$ cat src/rtl/clkctl_lfsr_pkg.sv
`timescale 1ns/1ps
package clkctl_lfsr_pkg;

  typedef enum logic {
    MODE_SHRINK = 1'b0,
    MODE_ALT    = 1'b1
  } gen_mode_e;

endpackage

$ cat src/rtl/lfsr_cell.sv
`timescale 1ns/1ps
// Fibonacci shift register: shifts toward MSB, feedback into bit 0.
module lfsr_cell #(
  parameter int           W     = 8,
  parameter logic [W-1:0] TAPS  = W'(8'hB8),
  parameter int           SUBST = 1
) (
  input  logic         clk,
  input  logic         rst,
  input  logic         load,
  input  logic [W-1:0] seed,
  input  logic         step,
  output logic [W-1:0] q
);

  localparam logic [W-1:0] FILL = W'(SUBST);

  logic fb;
  assign fb = ^(q & TAPS);

  always_ff @(posedge clk) begin
    if (rst) begin
      q <= FILL;
    end else if (load) begin
      q <= (seed == '0) ? FILL : seed;
    end else if (step) begin
      q <= {q[W-2:0], fb};
    end
  end

endmodule

$ cat src/rtl/clkctl_select.sv
`timescale 1ns/1ps
// Decides which registers advance and forms the next output bit.
module clkctl_select
  import clkctl_lfsr_pkg::*;
(
  input  gen_mode_e mode,
  input  logic      go,
  input  logic      sc_lsb,
  input  logic      sd_msb,
  input  logic      ac_msb,
  input  logic      a_msb,
  input  logic      b_msb,
  output logic      sh_step,
  output logic      ac_step,
  output logic      a_step,
  output logic      b_step,
  output logic      bit_nxt
);

  always_comb begin
    sh_step = 1'b0;
    ac_step = 1'b0;
    a_step  = 1'b0;
    b_step  = 1'b0;
    bit_nxt = 1'b0;
    if (go) begin
      if (mode == MODE_SHRINK) begin
        sh_step = 1'b1;
        bit_nxt = sc_lsb & sd_msb;
      end else begin
        ac_step = 1'b1;
        a_step  = ac_msb;
        b_step  = ~ac_msb;
        bit_nxt = a_msb ^ b_msb;
      end
    end
  end

endmodule

$ cat src/rtl/clkctl_lfsr_combiner.sv
`timescale 1ns/1ps
module clkctl_lfsr_combiner
  import clkctl_lfsr_pkg::*;
#(
  parameter int W_SC = 67,
  parameter int W_SD = 67,
  parameter int W_AC = 141,
  parameter int W_A  = 131,
  parameter int W_B  = 137,
  parameter logic [W_SC-1:0] TAPS_SC = (W_SC'(1) << 66) | (W_SC'(1) << 65) |
                                       (W_SC'(1) << 57) | (W_SC'(1) << 56),
  parameter logic [W_SD-1:0] TAPS_SD = (W_SD'(1) << 66) | (W_SD'(1) << 65) |
                                       (W_SD'(1) << 57) | (W_SD'(1) << 56),
  parameter logic [W_AC-1:0] TAPS_AC = (W_AC'(1) << 140) | (W_AC'(1) << 139) |
                                       (W_AC'(1) << 109) | (W_AC'(1) << 108),
  parameter logic [W_A-1:0]  TAPS_A  = (W_A'(1) << 130) | (W_A'(1) << 129) |
                                       (W_A'(1) << 83)  | (W_A'(1) << 82),
  parameter logic [W_B-1:0]  TAPS_B  = (W_B'(1) << 136) | (W_B'(1) << 130),
  parameter int SEED_SUBST = 1
) (
  input  logic            clk,
  input  logic            rst,
  input  logic            mode,
  input  logic            load,
  input  logic [W_SC-1:0] seed_sc,
  input  logic [W_SD-1:0] seed_sd,
  input  logic [W_AC-1:0] seed_ac,
  input  logic [W_A-1:0]  seed_a,
  input  logic [W_B-1:0]  seed_b,
  input  logic            enable,
  output logic            out_bit,
  output logic            out_valid
);

  logic [W_SC-1:0] sc_q;
  logic [W_SD-1:0] sd_q;
  logic [W_AC-1:0] ac_q;
  logic [W_A-1:0]  a_q;
  logic [W_B-1:0]  b_q;

  logic loaded_q, go;
  logic sh_step, ac_step, a_step, b_step, bit_nxt;
  logic sc_lsb, sd_msb, ac_msb, a_msb, b_msb;
  gen_mode_e mode_e;

  assign mode_e = gen_mode_e'(mode);
  assign go     = enable & ~load & loaded_q;
  assign sc_lsb = sc_q[0];
  assign sd_msb = sd_q[W_SD-1];
  assign ac_msb = ac_q[W_AC-1];
  assign a_msb  = a_q[W_A-1];
  assign b_msb  = b_q[W_B-1];

  lfsr_cell #(.W(W_SC), .TAPS(TAPS_SC), .SUBST(SEED_SUBST)) u_sc (
    .clk(clk), .rst(rst), .load(load), .seed(seed_sc), .step(sh_step), .q(sc_q));
  lfsr_cell #(.W(W_SD), .TAPS(TAPS_SD), .SUBST(SEED_SUBST)) u_sd (
    .clk(clk), .rst(rst), .load(load), .seed(seed_sd), .step(sh_step), .q(sd_q));
  lfsr_cell #(.W(W_AC), .TAPS(TAPS_AC), .SUBST(SEED_SUBST)) u_ac (
    .clk(clk), .rst(rst), .load(load), .seed(seed_ac), .step(ac_step), .q(ac_q));
  lfsr_cell #(.W(W_A), .TAPS(TAPS_A), .SUBST(SEED_SUBST)) u_a (
    .clk(clk), .rst(rst), .load(load), .seed(seed_a), .step(a_step), .q(a_q));
  lfsr_cell #(.W(W_B), .TAPS(TAPS_B), .SUBST(SEED_SUBST)) u_b (
    .clk(clk), .rst(rst), .load(load), .seed(seed_b), .step(b_step), .q(b_q));

  clkctl_select u_sel (
    .mode(mode_e), .go(go),
    .sc_lsb(sc_lsb), .sd_msb(sd_msb), .ac_msb(ac_msb), .a_msb(a_msb), .b_msb(b_msb),
    .sh_step(sh_step), .ac_step(ac_step), .a_step(a_step), .b_step(b_step),
    .bit_nxt(bit_nxt));

  always_ff @(posedge clk) begin
    if (rst) begin
      loaded_q  <= 1'b0;
      out_valid <= 1'b0;
      out_bit   <= 1'b0;
    end else begin
      if (load) loaded_q <= 1'b1;
      out_valid <= go;
      out_bit   <= go & bit_nxt;
    end
  end

endmodule

$ cat config.mk
export PLATFORM = sky130hd
export DESIGN_NAME = clkctl_lfsr_combiner
export DESIGN_NICKNAME = d
export VERILOG_FILES = /design/src/rtl/clkctl_lfsr_pkg.sv /design/src/rtl/lfsr_cell.sv /design/src/rtl/clkctl_select.sv /design/src/rtl/clkctl_lfsr_combiner.sv
export SDC_FILE = /design/constraint.sdc
export NUM_CORES = 1
export LEC_CHECK = 0
export ABC_AREA = 1
export CAP_MARGIN = 20
export CORE_ASPECT_RATIO = 1.75
export CORE_MARGIN = 2
export CORE_UTILIZATION = 46
export DETAILED_ROUTE_END_ITERATION = 12
export MAX_ROUTING_LAYER = met4
export PLACE_DENSITY = 0.78
export SYNTH_ARGS = -nofsm -noshare
export SYNTH_HDL_FRONTEND = slang
export SYNTH_SLANG_ARGS = --single-unit
$ cat constraint.sdc
create_clock -name clk -period 1.5 [get_ports clk]
set_input_delay 0.3 -clock clk [delete_from_list [all_inputs] [get_ports clk]]
set_output_delay 0.3 -clock clk [all_outputs]
set_load 0.02 [all_outputs]
Word-level counts from Yosys, hierarchy flattened
Cells that the tools add are included.
{ "totals": {"regBits": 546, "in_bits": 548, "out_inout_bits": 2, "wordCells": 54} }
{ "classes": {"reduce_logical": 14, "muxes": 25, "bitwise_logic": 7} }
{ "op_table": {"columns": ["op", "n"], "rows": [
  ["$mux 141", 3],
  ["$mux 137", 3],
  ["$mux 67", 6],
  ["$mux 131", 3],
  ["$logic_not 141->1", 1],
  ["$reduce_xor 141->1", 1],
  ["$logic_not 137->1", 1],
  ["$reduce_xor 137->1", 1],
  ["$logic_not 67->1", 2],
  ["$reduce_xor 67->1", 2],
  ["$logic_not 131->1", 1],
  ["$reduce_xor 131->1", 1],
  ["$mux 1", 10],
  ["$reduce_bool 2->1", 4],
  ["$and 1x1->1", 4],
  ["$not 1->1", 2],
  ["$xor 1x1->1", 1]
]} }

Depth between registers and ports, before layout
{ "logic_depth": {"depth_word": 6, "ltp_mapped": 10, "mapped_depth_nobuf": 9} }

Cells and area by module
Synthesis repeated with hierarchy kept, for this count alone.
{ "hier_totals": {"cells_unflattened": 3580, "hier_area_um2": 24976.5} }
{ "by_module_without_submodules": {"columns": ["module", "cells_per_inst", "instances", "seq_area_each_um2", "area_each_um2"], "rows": [
  ["lfsr_cell (u_ac)", 923, 1, 2822.7, 6490.0],
  ["lfsr_cell (u_b)", 894, 1, 2742.6, 6248.5],
  ["lfsr_cell (u_sc ...)", 441, 2, 1341.3, 3079.2],
  ["lfsr_cell (u_a)", 855, 1, 2622.5, 5909.4],
  ["clkctl_lfsr_combiner", 11, 1, 60.1, 100.1],
  ["clkctl_select", 15, 1, 0.0, 70.1]
]} }

Least setup slack after synthesis
OpenSTA, ideal clock, no wires.
{ "synth_timing": {"path_kind": "input port to flip-flop", "from": "in load", "to": "reg u_a.q[100]", "path_stages": 9, "required_ns": 1.381, "setup_slack_ns": -0.006, "arrival_ns": 1.386, "path_buffers": 4, "setup_ns": 0.119, "path_cell_list": "buf_2 clkinv_2 nand2_4 o21ai_2 buf_4 buf_4 buf_2 a21oi_1 a21oi_1"} }
{ "synth_via": {"elab_chain_len": 5, "word_cells_on_any_way": 6, "cone_classes": "2 x mux; 3 x bitwise; 1 x reduce/logical"} }
{ "synth_lines": {"columns": ["element", "line_no", "text"], "rows": [
  ["start, declared", "clkctl_lfsr_combiner.sv:24", "input logic load,"],
  ["$not 1->1", "clkctl_lfsr_combiner.sv:47", "assign go = enable & ~load & loaded_q;"],
  ["$and 1x1->1 (2 in series)", "clkctl_lfsr_combiner.sv:47", null],
  ["$mux 1", "clkctl_select.sv:26", "if (go) begin"],
  ["$reduce_bool 2->1 (no source line)", null, null],
  ["end signal, assigned", "lfsr_cell.sv:25", "q <= (seed == '0) ? FILL : seed;"],
  ["end signal, assigned", "lfsr_cell.sv:27", "q <= {q[W-2:0], fb};"],
  ["end, declared", "lfsr_cell.sv:13", "output logic [W-1:0] q"]
]} }
Parallel ways exist; a longest one is shown, timed or not.
A chain may end at the register's enable or synchronous reset.

Final worst setup path
{ "layout_timing": {"from": "reg loaded_q", "to": "reg u_sd.q[7]"} }
{ "layout_via": {"elab_chain_len": 3} }
{ "layout_lines": {"columns": ["element", "line_no", "text"], "rows": [
  ["start, declared", "clkctl_lfsr_combiner.sv:41", "logic loaded_q, go;"],
  ["start signal, assigned", "clkctl_lfsr_combiner.sv:73", "loaded_q <= 1'b0;"],
  ["start signal, assigned", "clkctl_lfsr_combiner.sv:77", "if (load) loaded_q <= 1'b1;"],
  ["$and 1x1->1", "clkctl_lfsr_combiner.sv:47", null],
  ["$mux 1", "clkctl_select.sv:26", null],
  ["$reduce_bool 2->1 (no source line)", null, null],
  ["end signal, assigned", "lfsr_cell.sv:25", null],
  ["end signal, assigned", "lfsr_cell.sv:27", null],
  ["end, declared", "lfsr_cell.sv:13", null]
]} }
Every way passes these cells.

==> qor.yml <==
worst_setup_path:
  worstSetupEndpointType: "flop"
  timing.rr.start: "loaded_q"
  cp_common_cell: "buf_12"
  worstPathArrival_ns: 1.98
  cp_cell_sequence: "buf_6 -> nand2_4 -> o21ai_4 -> buf_12 -> buf_12 -> clkbuf_16 -> o21ai_1 -> a31oi_1"
  required_ns: 1.99
  reg2reg_setup_slack_ns: 0.01
  cp_slowest_cell: "dfxtp_2"
  worstSetupStartpointType: "flop"
  slowest_delay_ns: 0.36
  critPathMaxFanout: 8
  setup.worst_path.end: "u_sd.q[7]"
  rr_worst_depth: 8
  startpoint: "loaded_q"
  critPathKind: "flop to flop"
  r2r_end: "u_sd.q[7]"
synth:
  seq_area_frac_synth_pct: 44.6
  ys_types: 30
  synth_cells: 3550
  yosysTopAreaCell: "dfxtp_1"
  synth_area_per_cell_um2: 6.91
  synthTopCellsByArea: "dfxtp_1 45%, a21oi_1 14%, o21ai_0 14%, nand2_1 12%, nor2_1 5.1%"
  syn_area_um2: 24500
  syn_nets: 4098
  ys_ff_latch: 546
  yosysTopAreaCellShare_pct: 44.6
  yosysWarnings: 0
sta:
  report.final.hold_viol_count: 0
  holdWs_ns: 0.297
  setup_viol: 0
  skew_ns: 0.0227
  period_share_pct: 99.4
  tightest_slew_ns: 0.473
  slew_violations: 0
  fmax_ghz: 0.671
  max-slew-margin-rel_pct: 68.4
  finalSetupTns_ns: 0
  rsz0062_at_grt: "yes"
  fin_ws_ns: 0.00950
  final.min_clock_period_ns: 1.49
floorplan:
  die_width_um: 179
  num_rows: 112
  fp.dieH_um: 309
  fp.dieArea_um2: 55300
  initial_core_util_pct: 46.3
  ios: 550
  coreArea_um2: 53000
global_route:
  grt_overflow: 0
  grt_pass1_vias: 26200
  antenna_found_initial: 19
  grt_max_degree: 91
  track_usage_pct: 29.1
  grt_pass1_wl_um: 128000
drt:
  via_per_inst: 5.61
  routed_wl_um: 86400
  drt_iter0_drc: 1941
  drt_pass1_iterations: 6
  drc: 0
  vias: 28400
  wl_per_cell_um: 17.1
  drtAntennaViolNets: 0
clock_tree:
  cts_tree: "done"
  clk-insertion-delay-late_ns: 0.59
  htree_levels: 2
  cts_buffers: 51
  root_buffer: "clkbuf_16"
  cts_buffer_depth: 3
  clock-sinks: 546
  clk_transition_reported_paths_ns: 0.07
place:
  dp.cells: 4902
  place.gp.congestion: 0.876
  place_ws_ns: -0.620
  post-dp-hpwl_um: 58100
  io_buffers: 549
power:
  leakage_nw: 14.4
  swShare_pct: 26.5
  sequentialPowerShare_pct: 44.5
  vdd_drop_max_v: 0.000882
  internal-power_mw: 26.8
  clkPwrFrac_pct: 36.7
  powerDensity_nw_per_um2: 1000
  p_comb_share_pct: 18.8
  power.total_mw: 36.4
  power_switching_mw: 9.66
finish:
  final_nets: 4860
  drive_gt1_share_pct: 13.1
  layout_commonest_cell: "nand2_1"
  area.growth.synth_to_final_pct: 48.0
  layout.cells.most_common_list: "809 x nand2_1, 657 x a21oi_1, 641 x o21ai_0, 545 x clkdlybuf4s50_1, 544 x dfxtp_1"
  fin_cells: 5060
min_path:
  holdCritPathClass: "input port to flop"
  hold_depth: 3
  min_from: "seed_a[21]"
outcome:
  status: "complete, no violations"
job:
  drv_cap: 0
synth_stat cells, drive strengths merged:
library cell / number
a2111oi: 1
a21boi: 1
a21oi: 670
a311oi: 1
a31oi: 135
buf: 75
clkbuf: 221
clkinv: 1
dfxtp: 546
inv: 14
nand2: 811
nand3: 14
nand3b: 1
nand4: 11
nor2: 331
nor3: 9
nor4: 3
o21ai: 685
o21bai: 2
or2: 4
xnor2: 13
xor2: 1
per-layer routing:
| layer | vias to the layer above | part of all wire, % | global-route usage (%) |
|---|---|---|---|
| li1 | 13700 | - | - |
| met1 | 13200 | 37 | 32.3 |
| met2 | 1198 | 50 | 49.8 |
| met3 | 291 | 6.7 | 4.56 |
| met4 | 0 | 5.7 | 15.6 |
| met5 | - | 0 | - |
cell families after synthesis:
kind of cell / count (synthesis) / share of synthesized area (%)
xor gates and xnor gates: 14 / 0.500
DFF: 546 / 44.6
buffers and inverters: 311 / 5.14
AOI/OAI and AO/OA: 1495 / 31.3
and+or+nand+nor: 1184 / 18.5
final cells by class:
type,count,area (µm²)
sequential,546,10900
antenna,23,57.6
clock inverter,20,190
clock buffer,74,1520
tap,684,856
fill,4308,16700
multi-input combinational,2693,12400
inverter,15,87.6
timing repair buffer,1005,10200
what timing repair did:
action,in CTS,in global routing
cloned,1,23
buffers inserted,2,15
resized for setup,13,76
hold buffers,0,0
setup endpoints to repair,27,141
pin swaps,1,2
worst min path at each step:
stage / end / slack (ns)
final: u_a.q[21] / 0.30
after global routing: u_a.q[4] / 0.29
after CTS: u_a.q[23] / 0.27
after detailed placement: u_b.q[0] / 0.46
after global placement: u_b.q[0] / 0.45
after floorplan: loaded_q / 0.37
worst max-delay path, delay by kind of cell (launching register included):
family / cells / cell delay, ns
buffers and inverters: 4 / 0.56
AOI/OAI and AO/OA: 3 / 0.43
DFF: 1 / 0.36
and+or+nand+nor: 1 / 0.05
metrics by stage:
stage | utilization (%) | area (µm²)
2_1_floorplan | - | 24500
3_3_place_gp | 63.5 | 33600
3_5_place_dp | 63.5 | 33600
4_1_cts | 66.8 | 35400
5_1_grt | 68.5 | 36300
6_report | 68.5 | 36300
power by group through the flow:
stage,logic [mW],clock network (mW),registers [mW]
6_report,6.84,13.4,16.2
3_3_place_gp,6.24,0,16.5
5_1_grt,7.48,14.0,16.3
2_1_floorplan,2.90,0,16.3
4_1_cts,6.42,13.5,16.2
3_5_place_dp,6.34,0,16.5
state kept, by name (all words and copies together) (netlist names):
register   cells
u_a.q        131
u_sc.q        67
u_b.q        137
out_valid      1
u_sd.q        67
loaded_q       1
u_ac.q       141
out_bit        1
(Power assumes the default switching activity.)
